--- src/rtl/mac_acc_pkg.sv ---
package mac_acc_pkg;
  typedef enum logic [2:0] {
    OP_MULS = 3'd0,
    OP_MULU = 3'd1,
    OP_MACS = 3'd2,
    OP_MACU = 3'd3,
    OP_MSBS = 3'd4,
    OP_MSBU = 3'd5,
    OP_MACI = 3'd6,
    OP_RSVD = 3'd7
  } mac_op_e;

  typedef struct packed {
    logic legal;
    logic is_mul;
    logic is_sub;
    logic sgn;
    logic use_imm;
  } mac_ctl_t;

  function automatic mac_ctl_t mac_decode(input logic [2:0] op);
    mac_ctl_t c;
    c = '0;
    case (op)
      OP_MULS: c = '{legal: 1'b1, is_mul: 1'b1, is_sub: 1'b0, sgn: 1'b1, use_imm: 1'b0};
      OP_MULU: c = '{legal: 1'b1, is_mul: 1'b1, is_sub: 1'b0, sgn: 1'b0, use_imm: 1'b0};
      OP_MACS: c = '{legal: 1'b1, is_mul: 1'b0, is_sub: 1'b0, sgn: 1'b1, use_imm: 1'b0};
      OP_MACU: c = '{legal: 1'b1, is_mul: 1'b0, is_sub: 1'b0, sgn: 1'b0, use_imm: 1'b0};
      OP_MSBS: c = '{legal: 1'b1, is_mul: 1'b0, is_sub: 1'b1, sgn: 1'b1, use_imm: 1'b0};
      OP_MSBU: c = '{legal: 1'b1, is_mul: 1'b0, is_sub: 1'b1, sgn: 1'b0, use_imm: 1'b0};
      OP_MACI: c = '{legal: 1'b1, is_mul: 1'b0, is_sub: 1'b0, sgn: 1'b1, use_imm: 1'b1};
      default: c = '0;
    endcase
    return c;
  endfunction
endpackage

--- src/rtl/mac_operand_ext.sv ---
module mac_operand_ext #(
  parameter int DW = 32,
  parameter int IW = 16,
  localparam int AW = 2 * DW
) (
  input  logic [DW-1:0] opa_i,
  input  logic [DW-1:0] opb_i,
  input  logic [IW-1:0] imm_i,
  input  logic          sgn_i,
  input  logic          use_imm_i,
  output logic [AW-1:0] ext_a_o,
  output logic [AW-1:0] ext_b_o
);
  logic [AW-1:0] b_reg_ext;
  logic [AW-1:0] imm_ext;

  always_comb begin
    ext_a_o   = sgn_i ? {{DW{opa_i[DW-1]}}, opa_i} : {{DW{1'b0}}, opa_i};
    b_reg_ext = sgn_i ? {{DW{opb_i[DW-1]}}, opb_i} : {{DW{1'b0}}, opb_i};
    imm_ext   = {{(AW-IW){imm_i[IW-1]}}, imm_i};
    ext_b_o   = use_imm_i ? imm_ext : b_reg_ext;
  end
endmodule

--- src/rtl/mac_wide_mult.sv ---
module mac_wide_mult #(
  parameter int DW = 32,
  localparam int AW = 2 * DW
) (
  input  logic [AW-1:0] ext_a_i,
  input  logic [AW-1:0] ext_b_i,
  output logic [AW-1:0] prod_o
);
  always_comb begin
    prod_o = ext_a_i * ext_b_i;
  end
endmodule

--- src/rtl/mac_acc_addsub.sv ---
module mac_acc_addsub #(
  parameter int AW = 64
) (
  input  logic [AW-1:0] acc_i,
  input  logic [AW-1:0] prod_i,
  input  logic          sub_i,
  output logic [AW-1:0] res_o,
  output logic          carry_o,
  output logic          ovf_o
);
  logic [AW:0] wide;

  always_comb begin
    if (sub_i) begin
      wide  = {1'b0, acc_i} - {1'b0, prod_i};
    end else begin
      wide  = {1'b0, acc_i} + {1'b0, prod_i};
    end
    res_o   = wide[AW-1:0];
    carry_o = wide[AW];
    if (sub_i) begin
      ovf_o = (acc_i[AW-1] != prod_i[AW-1]) && (res_o[AW-1] != acc_i[AW-1]);
    end else begin
      ovf_o = (acc_i[AW-1] == prod_i[AW-1]) && (res_o[AW-1] != acc_i[AW-1]);
    end
  end
endmodule

--- src/rtl/mac_acc_unit.sv ---
module mac_acc_unit
  import mac_acc_pkg::*;
#(
  parameter int DW = 32,
  parameter int IW = 16
) (
  input  logic          clk,
  input  logic          rst_n,
  input  logic          clr_i,
  input  logic          valid_i,
  input  logic [2:0]    op_i,
  input  logic [DW-1:0] opa_i,
  input  logic [DW-1:0] opb_i,
  input  logic [IW-1:0] imm_i,
  input  logic          ove_i,
  output logic [DW-1:0] acc_hi_o,
  output logic [DW-1:0] acc_lo_o,
  output logic          ov_o,
  output logic          cy_o,
  output logic          range_exc_o
);
  localparam int AW = 2 * DW;

  // reset: asserted asynchronously, released on a clock edge
  logic [1:0] rst_pipe;
  logic       rst_sync_n;

  always_ff @(posedge clk or negedge rst_n) begin
    if (!rst_n) rst_pipe <= 2'b00;
    else        rst_pipe <= {rst_pipe[0], 1'b1};
  end
  assign rst_sync_n = rst_pipe[1];

  mac_ctl_t      ctl;
  logic [AW-1:0] ext_a, ext_b, prod, as_res, acc_q, acc_d;
  logic          as_cy, as_ov;
  logic          ov_q, ov_d, cy_q, cy_d, exc_q, exc_d;
  logic          acc_en, ov_en, cy_en;

  assign ctl = mac_decode(op_i);

  mac_operand_ext #(.DW(DW), .IW(IW)) u_ext (
    .opa_i     (opa_i),
    .opb_i     (opb_i),
    .imm_i     (imm_i),
    .sgn_i     (ctl.sgn),
    .use_imm_i (ctl.use_imm),
    .ext_a_o   (ext_a),
    .ext_b_o   (ext_b)
  );

  mac_wide_mult #(.DW(DW)) u_mult (
    .ext_a_i (ext_a),
    .ext_b_i (ext_b),
    .prod_o  (prod)
  );

  mac_acc_addsub #(.AW(AW)) u_addsub (
    .acc_i   (acc_q),
    .prod_i  (prod),
    .sub_i   (ctl.is_sub),
    .res_o   (as_res),
    .carry_o (as_cy),
    .ovf_o   (as_ov)
  );

  // next-state logic
  always_comb begin
    acc_d  = acc_q;
    ov_d   = ov_q;
    cy_d   = cy_q;
    exc_d  = 1'b0;
    acc_en = 1'b0;
    ov_en  = 1'b0;
    cy_en  = 1'b0;
    if (clr_i) begin
      acc_d  = '0;
      acc_en = 1'b1;
    end else if (valid_i && ctl.legal) begin
      acc_en = 1'b1;
      acc_d  = ctl.is_mul ? prod : as_res;
      if (!ctl.is_mul) begin
        if (ctl.sgn) begin
          ov_en = 1'b1;
          ov_d  = as_ov;
          exc_d = as_ov & ove_i;
        end else begin
          cy_en = 1'b1;
          cy_d  = as_cy;
          exc_d = as_cy & ove_i;
        end
      end
    end
  end

  // state registers with explicit enables
  always_ff @(posedge clk or negedge rst_sync_n) begin
    if (!rst_sync_n) begin
      acc_q <= '0;
    end else if (acc_en) begin
      acc_q <= acc_d;
    end
  end

  always_ff @(posedge clk or negedge rst_sync_n) begin
    if (!rst_sync_n) begin
      ov_q <= 1'b0;
    end else if (ov_en) begin
      ov_q <= ov_d;
    end
  end

  always_ff @(posedge clk or negedge rst_sync_n) begin
    if (!rst_sync_n) begin
      cy_q <= 1'b0;
    end else if (cy_en) begin
      cy_q <= cy_d;
    end
  end

  always_ff @(posedge clk or negedge rst_sync_n) begin
    if (!rst_sync_n) begin
      exc_q <= 1'b0;
    end else begin
      exc_q <= exc_d;
    end
  end

  assign acc_hi_o    = acc_q[AW-1:DW];
  assign acc_lo_o    = acc_q[DW-1:0];
  assign ov_o        = ov_q;
  assign cy_o        = cy_q;
  assign range_exc_o = exc_q;
endmodule

--- config.mk ---
export PLATFORM = sky130hd
export DESIGN_NAME = mac_acc_unit
export DESIGN_NICKNAME = d
export VERILOG_FILES = /design/src/rtl/mac_acc_pkg.sv /design/src/rtl/mac_operand_ext.sv /design/src/rtl/mac_wide_mult.sv /design/src/rtl/mac_acc_addsub.sv /design/src/rtl/mac_acc_unit.sv
export SDC_FILE = /design/constraint.sdc
export NUM_CORES = 2
export LEC_CHECK = 0
export ABC_AREA = 1
export BUFFER_PORTS_ARGS = -buffer_cell sky130_fd_sc_hd__clkbuf_2
export CAP_MARGIN = 20
export CORE_MARGIN = 4
export CORE_UTILIZATION = 50
export CTS_BUF_LIST = sky130_fd_sc_hd__clkbuf_8
export DETAILED_ROUTE_END_ITERATION = 7
export PLACE_DENSITY = 0.76
export SYNTH_ARGS = -nofsm -noshare
export SYNTH_HDL_FRONTEND = slang
export SYNTH_SLANG_ARGS = --single-unit
--- constraint.sdc ---
create_clock -name clk -period 2.7 [get_ports clk]
set_input_delay 0.135 -clock clk [delete_from_list [all_inputs] [get_ports clk]]
set_output_delay 0.135 -clock clk [all_outputs]
set_load 0.1 [all_outputs]
* Word-level counts from Yosys, hierarchy flattened
Cells that the tools add are included.
** Storage, ports and cells
- Flip-flop bits (word level) :: 69
- Input port bits :: 88
- Output and inout bits :: 67
- Logic and storage cells :: 53
** Operators by class
- $add $sub $neg :: 2
- Multiply operators :: 1
- Eq/ne operators :: 9
- Muxes and demuxes :: 23
- Bitwise gates (word level) :: 5
- Reductions and logical operators :: 8
** Operator list (count)
- $mux 64 :: 6
- $add 64x64->65 :: 1
- $mux 65 :: 1
- $sub 64x64->65 :: 1
- $mul 64x64->64 :: 1
- $pmux 5 s7 :: 1
- $mux 1 :: 15
- $reduce_and 5->1 :: 2
- $eq 3x3->1 const B :: 3
- $eq 3x2->1 const B :: 2
- $eq 3x1->1 const B :: 1
- $logic_and 1x1->1 :: 3
- $logic_not 3->1 :: 1
- $not 1->1 :: 3
- $and 1x1->1 :: 2
- $ne 1x1->1 :: 2
- $reduce_and 2->1 :: 1
- $reduce_bool 2->1 :: 1
- $eq 1x1->1 :: 1

* Depth between registers and ports, before layout
- Depth in word-level cells :: 15
- Depth in mapped cells :: 66
- Gate-level depth less buffers :: 66

* By module
From an unflattened synthesis, not the netlist that was laid out.
** Unflattened totals
- Cell total of the unflattened synthesis :: 10677
- Area, all modules :: 78406.4 sq um
** By module, submodules not included
- mac_wide_mult :: times used 1, cells each 8616, area each 66258.5 sq um
- mac_acc_addsub :: times used 1, cells each 1348, area each 6929.1 sq um
- mac_acc_unit :: times used 1, cells each 528, area each 4119.0 sq um
- mac_operand_ext :: times used 1, cells each 185, area each 1099.8 sq um

* Worst setup path before layout
No wires, ideal clock.
- Path type :: input port to flip-flop
- Start :: in op_i[2]
- End :: reg exc_q, in the netlist range_exc_o
- Library setup time :: 0.063 ns
- Arrival :: 10.827 ns
- Data required time :: 2.637 ns
- Slack :: -8.190 ns
- Stages :: 61
- Cell sequence :: nand2_1 nor2_2 or2_2 o21ai_0 inv_1 clkbuf_1 clkbuf_1 nand2_1 fa_1 inv_1 fa_1 inv_1 fa_1 inv_1 fa_1 inv_1 fa_1 fa_1 [25 not listed] nand2_1 o21ai_0 ha_1 a21oi_1 inv_1 a21oi_1 inv_1 nor2_1 o21ai_0 a21oi_1 nand3_1 nand2_1 nand2_1 nand3_1 nand2_1 a21oi_1 nand2_1 inv_1
** On the way
- Cells in the longest elaborated chain, start to end :: 15
- Elaborated cells on any way between the ends :: 28
- Those cells by class :: add/sub (2); mul (1); eq/ne (9); mux (10); bitwise (2); reduce/logical (4)
** RTL lines
- from (decl) :: line mac_acc_unit.sv:11 : input logic [2:0] op_i,
- $eq 3x3->1, or another cell as far along :: line mac_acc_pkg.sv:24 : case (op)
- $pmux 5 s7 (*) :: line mac_acc_pkg.sv:24
- $mux 64 :: line mac_operand_ext.sv:19 : b_reg_ext = sgn_i ? {{DW{opb_i[DW-1]}}, opb_i} : {{DW{1'b0}}, opb_i};
- $mux 64 :: line mac_operand_ext.sv:21 : ext_b_o = use_imm_i ? imm_ext : b_reg_ext;
- $mul 64x64->64 :: line mac_wide_mult.sv:10 : prod_o = ext_a_i * ext_b_i;
- $add 64x64->65 / $sub 64x64->65 (equally long branches) :: line mac_acc_addsub.sv:17, mac_acc_addsub.sv:15
- $mux 65 :: line mac_acc_addsub.sv:14 : if (sub_i) begin
- $ne 1x1->1 :: line mac_acc_addsub.sv:22, mac_acc_addsub.sv:24
- $logic_and 1x1->1 (on tied branches) :: line mac_acc_addsub.sv:24, mac_acc_addsub.sv:22
- $mux 1 :: line mac_acc_addsub.sv:21 : if (sub_i) begin
- $and 1x1->1 :: line mac_acc_unit.sv:86 : exc_d = as_ov & ove_i;
- $mux 1 :: line mac_acc_unit.sv:83 : if (ctl.sgn) begin
- $mux 1 :: line mac_acc_unit.sv:82 : if (!ctl.is_mul) begin
- $mux 1 (*) :: line mac_acc_unit.sv:79 : end else if (valid_i && ctl.legal) begin
- $mux 1 (*) :: line mac_acc_unit.sv:76 : if (clr_i) begin
- named net exc_d :: line mac_acc_unit.sv:37 : logic ov_q, ov_d, cy_q, cy_d, exc_q, exc_d;
- to (signal assigned) :: line mac_acc_unit.sv:123 : exc_q <= 1'b0;
- to (signal assigned) :: line mac_acc_unit.sv:125 : exc_q <= exc_d;
- to (decl) :: line mac_acc_unit.sv:37
The timed path passes the listed nets; every way through them passes the cells marked *.
A chain may end at the register's enable or synchronous reset.

* Final worst setup path
- Start :: in op_i[1]
- End :: reg exc_q, in the netlist range_exc_o
The elaborated chain is that of the path after synthesis.

==> metrics.txt <==
status finished, violations left; failing checks setup timing; Hold Crit Class in2async; Starting Density 50.5%; mux contribution to synthesized area 0%; reg-to-reg setup timing slack -0.48 ns; M3 GR Usage 11.8%; RR Startpoint acc_q[0]; Routed Antenna Nets 0; DIE HEIGHT 351 µm; Synth Area in Simple Gates 18.1%; Post-Syn Area 58800 µm²; Final min period 11.20 ns; CTS sink cnt 69; syn nets 9388; synthesized netlist cell count 7508; CP Max Fanout 6; Max-slew headroom 46.0%; placed wire-length estimate 207 mm; Critical Path AT 11.56 ns; share of cells above drive strength 1 36.8%; Final Cycle Share 415%; met1 Use GR 50.3%; top-level I/O count 155; Max Fclk 89.3 MHz; Top Usage Layer GRT met2; Core Footprint 116000 µm²; RSZ-0062 raised after global routing yes; Seq/Total Area, Yosys 2.94%; CTS tree done; final-report setup violation count 65; drt total wl 250 mm; synthesized flop and latch total 69; Layout area overhead 42.0%; Synth Area in XOR/XNOR 2.02%; routability congestion estimate 1.07; CTS max path bufs 2; Slew Limit Fails 0; fill count 8504; CP startpoint kind primary input; H-tree depth 3; post-layout util 71.7%; Synth Area in Adders 56.4%; Least-Margin Pin Slew 0.808 ns; Setup CP Type in2reg; R2R Path End acc_q[56]; Vias/cell 5.49; number of global-route vias before repair 62951; worst hold slack 0.0104 ns; Reg clk slew, reported paths 0.10 ns; DRC errors left 0; Sequential cell area 1730 µm²; Compound-Gate Fraction of Synth Area 5.80%; asr flop ratio synth 100%; post-synth cell types 62; clock root buffer clkbuf_8; number of port buffers 154; CP peak stage delay 0.62 ns; GRT Util Overall 40.3%; fin nets 11114; DR WL/cell 23.2 µm; max_cap viols 0; largest family of logic cells by synthesized area adder cells; drt pass-1 iters 8; clock skew 0.0283 ns; pin count of the biggest net entering global routing 53; R2R cell count 19; worst skew pair latency 0.44 ns; routed vias 59170; Ys Warns 0; DR iter-0 viols 5964; Crit. End Element flop; Post-synth EDFFs 0; initial antenna violation count 9; met2 usage 62.4%; footprint of the multi-input gates 55600 µm²; die width 351 µm; final hold vios 0; total grt overflow 0; global-route wire length before repair 369 mm; post-synthesis area per instance 7.83 µm²; CP max stage cell fa_1; clock buffer count from CTS 9; die area 123000 µm²; Setup WS post-layout -8.50 ns; Req. time, crit path 3.07 ns; Synth Flop Type dfrtp_1; row count 125; critical path's most frequent cell fa_1
-- cells in the mapped netlist, types with 5 or more instances --
cell / n / share of area [%]
inv_1: 2055 / 13
nand2_1: 1486 / 9.5
fa_1: 1425 / 49
nor2_1: 805 / 5.1
ha_1: 367 / 7.8
a21oi_1: 207 / 1.8
clkbuf_1: 204 / 1.3
o21ai_0: 185 / 1.6
nand3_1: 155 / 1.3
xor2_1: 77 / 1.1
dfrtp_1: 69 / 2.9
or2_2: 45 / 0.48
nand4_1: 35 / 0.37
nor3_1: 31 / 0.26
xnor2_1: 31 / 0.46
a31oi_1: 28 / 0.30
a32o_1: 27 / 0.46
nor2_2: 22 / 0.23
a21o_1: 18 / 0.23
o21ai_1: 18 / 0.15
buf_1: 17 / 0.11
inv_2: 16 / 0.10
o21bai_1: 16 / 0.20
clkinv_1: 14 / 0.089
o211ai_1: 14 / 0.18
nand2_2: 12 / 0.13
nand3b_1: 12 / 0.15
nor4_1: 10 / 0.11
o21a_1: 10 / 0.13
a21boi_0: 9 / 0.11
xnor2_2: 9 / 0.25
a21oi_2: 8 / 0.12
o21ai_2: 6 / 0.089
o221ai_1: 6 / 0.089
a22oi_1: 5 / 0.064
nor2_4: 5 / 0.096
o31ai_1: 5 / 0.064
-- metal layers --
metal / up-vias / routed length, µm
met2: 3493 / 111000
met3: 999 / 30600
met1: 29452 / 89100
li1: 25224 / -
met4: 2 / 19300
met5: - / 17
-- final cells by class --
class	count	share of cell area, %
Clock buffer	9	0.148
Timing Repair Buffer	1936	19.1
Inverter	2085	9.57
Tap cell	1524	2.29
Multi-Input combinational cell	5132	66.7
Sequential cell	69	2.07
Timing Repair inverter	1	0.00600
Antenna cell	8	0.0240
Clock inverter	7	0.109
-- placed cells by master, fill, tap and decap left out, drive strengths merged, types with 47 or more instances in the layout --
cell type / instances
inv: 2064
buf: 1780
nand2: 1500
fa: 1425
nor2: 832
ha: 367
a21oi: 218
o21ai: 209
clkbuf: 164
nand3: 158
xor2: 82
dfrtp: 69
or2: 47
-- cells by family after synthesis --
kind of cell / after synthesis
compound gates: 578
buf+inv: 2307
xor+xnor: 122
fa+ha+maj: 1792
flops: 69
other cells: 1
simple gates: 2639
-- repair_timing --
| action | in CTS | in global routing |
|---|---|---|
| hold endpoints to repair | 2 | 0 |
| setup endpoints to repair | 66 | 66 |
| cloned | 7 | 2 |
| hold buffers | 1 | 0 |
| pin swaps | 332 | 366 |
| buffers inserted | 164 | 117 |
| resized for setup | 1060 | 623 |
-- registers in the layout (all words and copies together) (netlist names) --
| signal | count |
|---|---|
| rst_pipe | 2 |
| range_exc_o | 1 |
| cy_o | 1 |
| ov_o | 1 |
| acc_q | 64 |
-- worst max-delay path: cells and delay by family --
family / cells / cell delay [ns]
adder cells (fa/ha/maj): 12 / 5.27
buffers and inverters: 20 / 2.21
AO/OA/AOI/OAI: 11 / 2.07
AND/OR/NAND/NOR: 18 / 1.85
-- through the flow --
stage               setup slack, ns  setup TNS, ns  instances  instance area [µm²]
global placement              -9.82        -525.16      10464                74400
floorplan                     -7.52        -387.28       7508                60900
CTS                           -8.17        -444.77      10650                80100
detailed placement            -9.78        -529.62      10464                74400
finish                        -8.50        -467.81      10771                83400
global route                  -8.76        -483.35      10765                83400
-- worst max-delay path by stage --
stage	start	to	slack (ns)
final	op_i[1]	range_exc_o	-8.50
after global routing	op_i[2]	range_exc_o	-8.76
after CTS	op_i[0]	range_exc_o	-8.17
after detailed placement	op_i[0]	acc_q[57]	-9.78
after global placement	op_i[0]	acc_q[50]	-9.82
after floorplan	op_i[2]	range_exc_o	-7.52
Power is left out: the tool's default activity adds up to more than one toggle a clock period on the data nets, which glitch-free logic cannot reach.
